### src/rtl/ptt_pkg.sv
// Shared types and helpers for the phase-control trigger timer.
// Assumes the tick period is 25.6 us, i.e. 256 / 10 MHz.
package ptt_pkg;

    typedef enum logic [1:0] {
        EDGE_RISE  = 2'd0,
        EDGE_FALL  = 2'd1,
        EDGE_BOTH  = 2'd2,
        EDGE_BOTH2 = 2'd3
    } edge_mode_e;

    typedef enum logic [1:0] {
        ST_IDLE  = 2'd0,
        ST_DELAY = 2'd1,
        ST_PULSE = 2'd2
    } core_state_e;

    // Rounded clock count for one 25.6 us tick, never below one.
    function automatic int tick_div_calc(input longint clk_hz);
        longint q;
        q = (clk_hz * 256 + 64'd5_000_000) / 64'd10_000_000;
        if (q < 1) q = 1;
        return int'(q);
    endfunction

endpackage

### src/rtl/ptt_prescaler.sv
// Free-running divider producing a one-cycle tick every DIV clocks.
// Assumes DIV >= 1; the count restarts at zero on reset.
module ptt_prescaler #(
    parameter int DIV = 4,
    localparam int CW = (DIV > 1) ? $clog2(DIV) : 1
) (
    input  logic          clk,
    input  logic          rst_n,
    output logic          tick,
    output logic [CW-1:0] cnt_o
);
    logic [CW-1:0] cnt;

    // Wrap the count at DIV-1.
    always_ff @(posedge clk) begin
        if (!rst_n)
            cnt <= '0;
        else if (cnt == CW'(DIV - 1))
            cnt <= '0;
        else
            cnt <= cnt + 1'b1;
    end

    assign tick  = (cnt == CW'(DIV - 1));
    assign cnt_o = cnt;
endmodule

### src/rtl/ptt_sync_edge.sv
// Selects one sync pin, applies optional inversion, synchronises it with
// two flops and emits a one-cycle start strobe on the chosen edge type.
// Assumes the pins are asynchronous and slow relative to clk.
module ptt_sync_edge
    import ptt_pkg::*;
#(
    parameter int N_SRC = 4,
    localparam int SEL_W = (N_SRC > 1) ? $clog2(N_SRC) : 1
) (
    input  logic             clk,
    input  logic             rst_n,
    input  logic [N_SRC-1:0] pins,
    input  logic [SEL_W-1:0] sel,
    input  logic             inv,
    input  logic [1:0]       mode,
    output logic             start
);
    logic picked;
    logic eff;
    logic meta_q, sync_q, prev_q;
    logic rise, fall;

    // Multiplexer over the candidate pins.
    always_comb begin
        picked = 1'b0;
        for (int i = 0; i < N_SRC; i++) begin
            if (sel == SEL_W'(i)) picked = pins[i];
        end
    end

    assign eff = picked ^ inv;

    // Two-flop synchronizer plus history flop for edge detection.
    always_ff @(posedge clk) begin
        if (!rst_n) begin
            meta_q <= 1'b0;
            sync_q <= 1'b0;
            prev_q <= 1'b0;
        end else begin
            meta_q <= eff;
            sync_q <= meta_q;
            prev_q <= sync_q;
        end
    end

    assign rise = sync_q & ~prev_q;
    assign fall = ~sync_q & prev_q;

    // Qualify the detected edge against the selected mode.
    always_comb begin
        unique case (edge_mode_e'(mode))
            EDGE_RISE: start = rise;
            EDGE_FALL: start = fall;
            default:   start = rise | fall;
        endcase
    end
endmodule

### src/rtl/ptt_delay_core.sv
// Holding register, delay down-counter and pulse-width counter.
// A start strobe loads the held delay; each tick decrements it, and when
// a tick finds it at zero the gate is active for PW_TICKS ticks.
// Assumes tick and start are single-cycle strobes in the clk domain.
module ptt_delay_core
    import ptt_pkg::*;
#(
    parameter int DLY_W    = 16,
    parameter int PW_TICKS = 2,
    localparam int PCW = $clog2(PW_TICKS + 1)
) (
    input  logic             clk,
    input  logic             rst_n,
    input  logic             tick,
    input  logic             start,
    input  logic [DLY_W-1:0] dly_wdata,
    input  logic             dly_wr,
    output logic             gate_act,
    output logic             upd_pending,
    output logic             cnt_zero,
    output logic [DLY_W-1:0] shadow
);
    core_state_e      state;
    logic [DLY_W-1:0] dcnt;
    logic [PCW-1:0]   pcnt;

    // Holding register written by software.
    always_ff @(posedge clk) begin
        if (!rst_n)
            shadow <= '0;
        else if (dly_wr)
            shadow <= dly_wdata;
    end

    // Pending flag: set by a write, cleared when an edge loads the value.
    always_ff @(posedge clk) begin
        if (!rst_n)
            upd_pending <= 1'b0;
        else if (dly_wr)
            upd_pending <= 1'b1;
        else if (start)
            upd_pending <= 1'b0;
    end

    // Delay and pulse sequencing; a start strobe always restarts.
    always_ff @(posedge clk) begin
        if (!rst_n) begin
            state <= ST_IDLE;
            dcnt  <= '0;
            pcnt  <= '0;
        end else if (start) begin
            state <= ST_DELAY;
            dcnt  <= shadow;
            pcnt  <= '0;
        end else if (tick) begin
            unique case (state)
                ST_DELAY: begin
                    if (dcnt == '0) begin
                        state <= ST_PULSE;
                        pcnt  <= PCW'(PW_TICKS - 1);
                    end else begin
                        dcnt <= dcnt - 1'b1;
                    end
                end
                ST_PULSE: begin
                    if (pcnt == '0) state <= ST_IDLE;
                    else            pcnt  <= pcnt - 1'b1;
                end
                default: state <= ST_IDLE;
            endcase
        end
    end

    assign gate_act = (state == ST_PULSE);
    assign cnt_zero = (dcnt == '0);
endmodule

### src/rtl/phase_trigger_timer.sv
// Top level of the phase-control trigger timer: prescaler, sync edge
// front end and delay core. Gate polarity is applied at the output.
// Assumes the control inputs are quasi-static.
module phase_trigger_timer #(
    parameter int unsigned CLK_HZ = 50_000_000,
    parameter int DLY_W    = 16,
    parameter int PW_TICKS = 2,
    parameter int N_SRC    = 4,
    localparam int SEL_W    = (N_SRC > 1) ? $clog2(N_SRC) : 1,
    localparam int TICK_DIV = ptt_pkg::tick_div_calc(longint'(CLK_HZ)),
    localparam int PRESC_W  = (TICK_DIV > 1) ? $clog2(TICK_DIV) : 1
) (
    input  logic             clk,
    input  logic             rst_n,
    input  logic [N_SRC-1:0] sync_pins,
    input  logic [SEL_W-1:0] sync_sel,
    input  logic [1:0]       edge_mode,
    input  logic             sync_inv,
    input  logic             gate_inv,
    input  logic [DLY_W-1:0] dly_wdata,
    input  logic             dly_wr,
    output logic             gate_out,
    output logic             upd_pending
);
    logic               tick;
    logic [PRESC_W-1:0] presc_cnt;
    logic               sync_start;
    logic               gate_act;
    logic               cnt_zero;
    logic [DLY_W-1:0]   dly_shadow;

    ptt_prescaler #(.DIV(TICK_DIV)) u_presc (
        .clk   (clk),
        .rst_n (rst_n),
        .tick  (tick),
        .cnt_o (presc_cnt)
    );

    ptt_sync_edge #(.N_SRC(N_SRC)) u_sync (
        .clk   (clk),
        .rst_n (rst_n),
        .pins  (sync_pins),
        .sel   (sync_sel),
        .inv   (sync_inv),
        .mode  (edge_mode),
        .start (sync_start)
    );

    ptt_delay_core #(.DLY_W(DLY_W), .PW_TICKS(PW_TICKS)) u_core (
        .clk         (clk),
        .rst_n       (rst_n),
        .tick        (tick),
        .start       (sync_start),
        .dly_wdata   (dly_wdata),
        .dly_wr      (dly_wr),
        .gate_act    (gate_act),
        .upd_pending (upd_pending),
        .cnt_zero    (cnt_zero),
        .shadow      (dly_shadow)
    );

    // Output polarity selection.
    assign gate_out = gate_act ^ gate_inv;
endmodule

### config.mk
export PLATFORM = sky130hd
export DESIGN_NAME = phase_trigger_timer
export DESIGN_NICKNAME = d
export VERILOG_FILES = /design/src/rtl/ptt_pkg.sv /design/src/rtl/ptt_prescaler.sv /design/src/rtl/ptt_sync_edge.sv /design/src/rtl/ptt_delay_core.sv /design/src/rtl/phase_trigger_timer.sv
export SDC_FILE = /design/constraint.sdc
export NUM_CORES = 1
export LEC_CHECK = 0
export BUFFER_PORTS_ARGS = -buffer_cell sky130_fd_sc_hd__buf_2
export CORE_UTILIZATION = 40
export DETAILED_ROUTE_END_ITERATION = 8
export GPL_TIMING_DRIVEN = 0
export SETUP_SLACK_MARGIN = 0.2
export SYNTH_ARGS = -nofsm -noshare
export SYNTH_HDL_FRONTEND = slang
export SYNTH_SLANG_ARGS = --single-unit
### constraint.sdc
create_clock -name clk -period 2.55 [get_ports clk]
set_clock_uncertainty 0.05 [all_clocks]
set_input_delay 0.3825 -clock clk [delete_from_list [all_inputs] [get_ports clk]]
set_output_delay 0.3825 -clock clk [all_outputs]
set_load 0.03 [all_outputs]
==> summary.md <==
| Metric | Value |
|---|---|
| Gate power share | 14.0% |
| CTS tree | done |
| Final setup TNS | 0 ps |
| Yosys warns | 0 |
| Num ports | 31 |
| Clock share of power | 34.1% |
| Max Cap Viol | 0 |
| DP Wirelength | roughly 3.5 mm |
| Post-cts hold buffer count | 0 |
| Largest family of logic cells by synthesized area | simple AND/OR/NAND/NOR gates |
| Final Critical Period | approximately 2200 ps |
| GRT Util Overall | roughly 17% |
| Internal cell power | about 0.0013 W |
| CTS Root Buffer Type | clkbuf_8 |
| Total power per unit cell area | 619 nW/µm² |
| Die height | 79.2 µm |
| Synth cell types | 43 |
| Syn Area/Cell | 9.09 µm² |
| Initial Utilization | 42.5% |
| Startpoint types | flop |
| Reg power frac | between 50% and 60% |
| Worst Setup Path Type | reg2reg |
| Setup Fix Bufs, Post-CTS | 0 |
| Fmax | 0.462 GHz |
| First-pass iteration count of the detailed router | 4 |
| Status | completed |
| Post-synthesis simple-gate area fraction | approximately 23% |
| Setup crit end kind | flop |
| Biggest area consumer among synthesized cells | dfxtp_1 |
| Dominant cells by area after synthesis | dfxtp_1, mux2i_1, nor2_1 |
| Core Footprint | roughly 5600 µm² |
| Setup violators final | 0 |
| Area grow syn2layout | 15.4% |
| Initial antenna violation count | 0 |
| Switching power | roughly 0.00044 W |
| Max Root-Sink Buffers | 2 |
| Post-synthesis mux area share | 9.04% |
| Critical path peak fanout | 9 |
| Hold crit path type | in2reg |
| Post-synthesis adder-cell area fraction | ~3.7% |
| CTS Buf Count | 5 |
| Largest net degree at the start of global routing | 16 |
| Seq cells post-synth | 51 |
| LEAKAGE | roughly 1.1 nW |
| Post-CTS sizing | 0 |
| Post-route ant nets | 0 |
| Iteration-0 DRC Markers | 88 |
| Htree depth | 2 |
| Worst slew margin | a little over half |
| Clock-pin slew on the worst setup and hold paths | around 100 ps |
| Port Buf Inserts | 29 |
| Die width | 79.2 µm |
| Final hold violations | 0 |
| Post-Syn Area | between 2000 and 2500 µm² |
| Grt ovf | 0 |
| Final core utilization | around half |
| First-pass GRT wire length | about 8.4 mm |
| Routed WL | 4.81 mm |
| Worst slew pin tran | approximately 700 ps |
| Setup repair after global routing missed its margin | yes |
| Sequential share of the synthesized area | about 43% |
| Clock Sink Count | 51 |
| Area share of the largest cell type after synthesis | ~43% |
| Final hold slack | between 200 and 300 ps |
| Clk Latency, worst-skew pair | between 300 and 400 ps |
| Slew Viols, Final | 0 |
| Final net count | 334 |
| Arrival @ worst endpoint | between 2000 and 2500 ps |
| Syn_nets | 298 |
| Switching Fraction | 25.6% |
| Xor/xnor share of the synthesized area | 6.25% |
| ANT cells | 0 |
| Vias per cell | between 5 and 6 |
| Complex-gate fraction of the synthesized area | a little under an eighth |
| Routed WL per cell | between 10 and 15 µm |
| DR vias | slightly below 2,000 |
| Proportion of layout cells with a drive suffix above 1 | a little under a fifth |
| Syn Inst Count | around 260 |
| Post-route DRC | 0 |
| Vias in the first global route | 1,839 |
| WP data required | about 2700 ps |
| Row cnt | 27 |
| Final GP Congestion | between 0.7 and 0.8 |
| Final Cycle Share | between 80% and 90% |
| Worst VDD drop | around 330 µV |
| Die area | ~6300 µm² |
## worst max-delay path: stages, from the launching register on
cell	delay, ps
dfxtp_1	380
ha_2	210
and4_2	260
and3_1	160
buf_2	180
nand4_2	240
or4_1	470
a31oi_1	170
## power groups by stage
stage | registers, W | clock network [W] | logic [W]
floorplan | 0.000893 | 0 | 0.000171
global placement | 0.000900 | 0 | 0.000233
detailed placement | 0.000901 | 0 | 0.000237
CTS | 0.000882 | 0.000599 | 0.000238
global route | 0.000892 | 0.000627 | 0.000273
finish | 0.000883 | 0.000580 | 0.000238
## synth_stat cells (all sizes together)
master	count
and3	6
mux2i	17
mux2	2
inv	11
dfxtp	51
a221oi	1
o22ai	3
nand4	4
nand4b	1
nor2b	3
nor4	2
nand3b	1
or4	8
a21oi	9
nand2	12
nand3	7
and2	1
nor3	6
buf	1
xnor2	8
a21o	1
nand2b	2
a31oi	8
nor2	31
nor4b	2
o31ai	5
or3	5
ha	7
clkbuf	9
nor3b	3
a211oi	2
mux4	1
xor2	9
and4	2
or2	1
o21ai	20
## per-layer routing
metal	track usage, %	vias up	share of wire [%]	wire length [µm]
met4	5.64	0	1.9	93
met1	22.7	900	51	2450
met3	3.22	8	2.9	139
met5	0	-	0	0
met2	27.3	32	44	2130
li1	-	1011	-	-
## final cells by class
type                            instances  area (µm²)
Buffer                                 10        38.8
Clock buffer                            6        82.6
Clock inverter                          2        35.0
Fill cell                             592        2860
Inverter                               11        41.3
Multi-Input combinational cell        190        1290
Sequential cell                        51        1020
Tap cell                               72        90.1
Timing Repair Buffer                   29         145
## logic make-up after synthesis
| family | count (synthesis) |
|---|---|
| adder cells (fa/ha/maj) | 7 |
| AND/OR/NAND/NOR | 97 |
| XOR/XNOR | 17 |
| AO/OA/AOI/OAI | 49 |
| buffers and inverters | 21 |
| multiplexers | 20 |
| flip-flops | 51 |
## worst paths after layout
check / from / slack (ps) / endpoint / depth (start not counted)
setup reg to reg: u_presc.cnt_o[0] / 390 / u_core.dcnt[15] / 7
setup / recovery: u_presc.cnt_o[0] / 390 / u_core.dcnt[15] / 7
hold reg to reg: u_sync.meta_q / 400 / u_sync.sync_q / 1
hold / removal: dly_wdata[6] / 250 / u_core.shadow[6] / 3
## metrics by stage
step	setup WS [ps]	power, W	cells	area, µm²
after floorplan	549	0.00106	262	2380
after global placement	338	0.00113	363	2620
after detailed placement	334	0.00114	363	2620
after CTS	327	0.00172	371	2730
after global routing	188	0.00179	371	2750
final	386	0.00170	371	2750
## sequential cells by signal, summed over array words and instances (netlist names)
register	cells
u_core.pcnt	2
u_core.upd_pending	1
u_sync.sync_q	1
u_presc.cnt_o	11
u_sync.prev_q	1
u_core.shadow	16
u_core.state	2
u_sync.meta_q	1
u_core.dcnt	16
## layout by cell type, fill, tap and decap left out, drive strengths merged, types with 7 or more instances in the layout
| cell type | n |
|---|---|
| o21ai | 20 |
| clkbuf | 15 |
| nand3 | 7 |
| a21oi | 9 |
| nand2 | 12 |
| a31oi | 8 |
| xor2 | 9 |
| buf | 30 |
| xnor2 | 8 |
| inv | 11 |
| ha | 7 |
| mux2i | 17 |
| dfxtp | 51 |
| nor2 | 31 |
| or4 | 8 |
(Power assumes the default switching activity.)
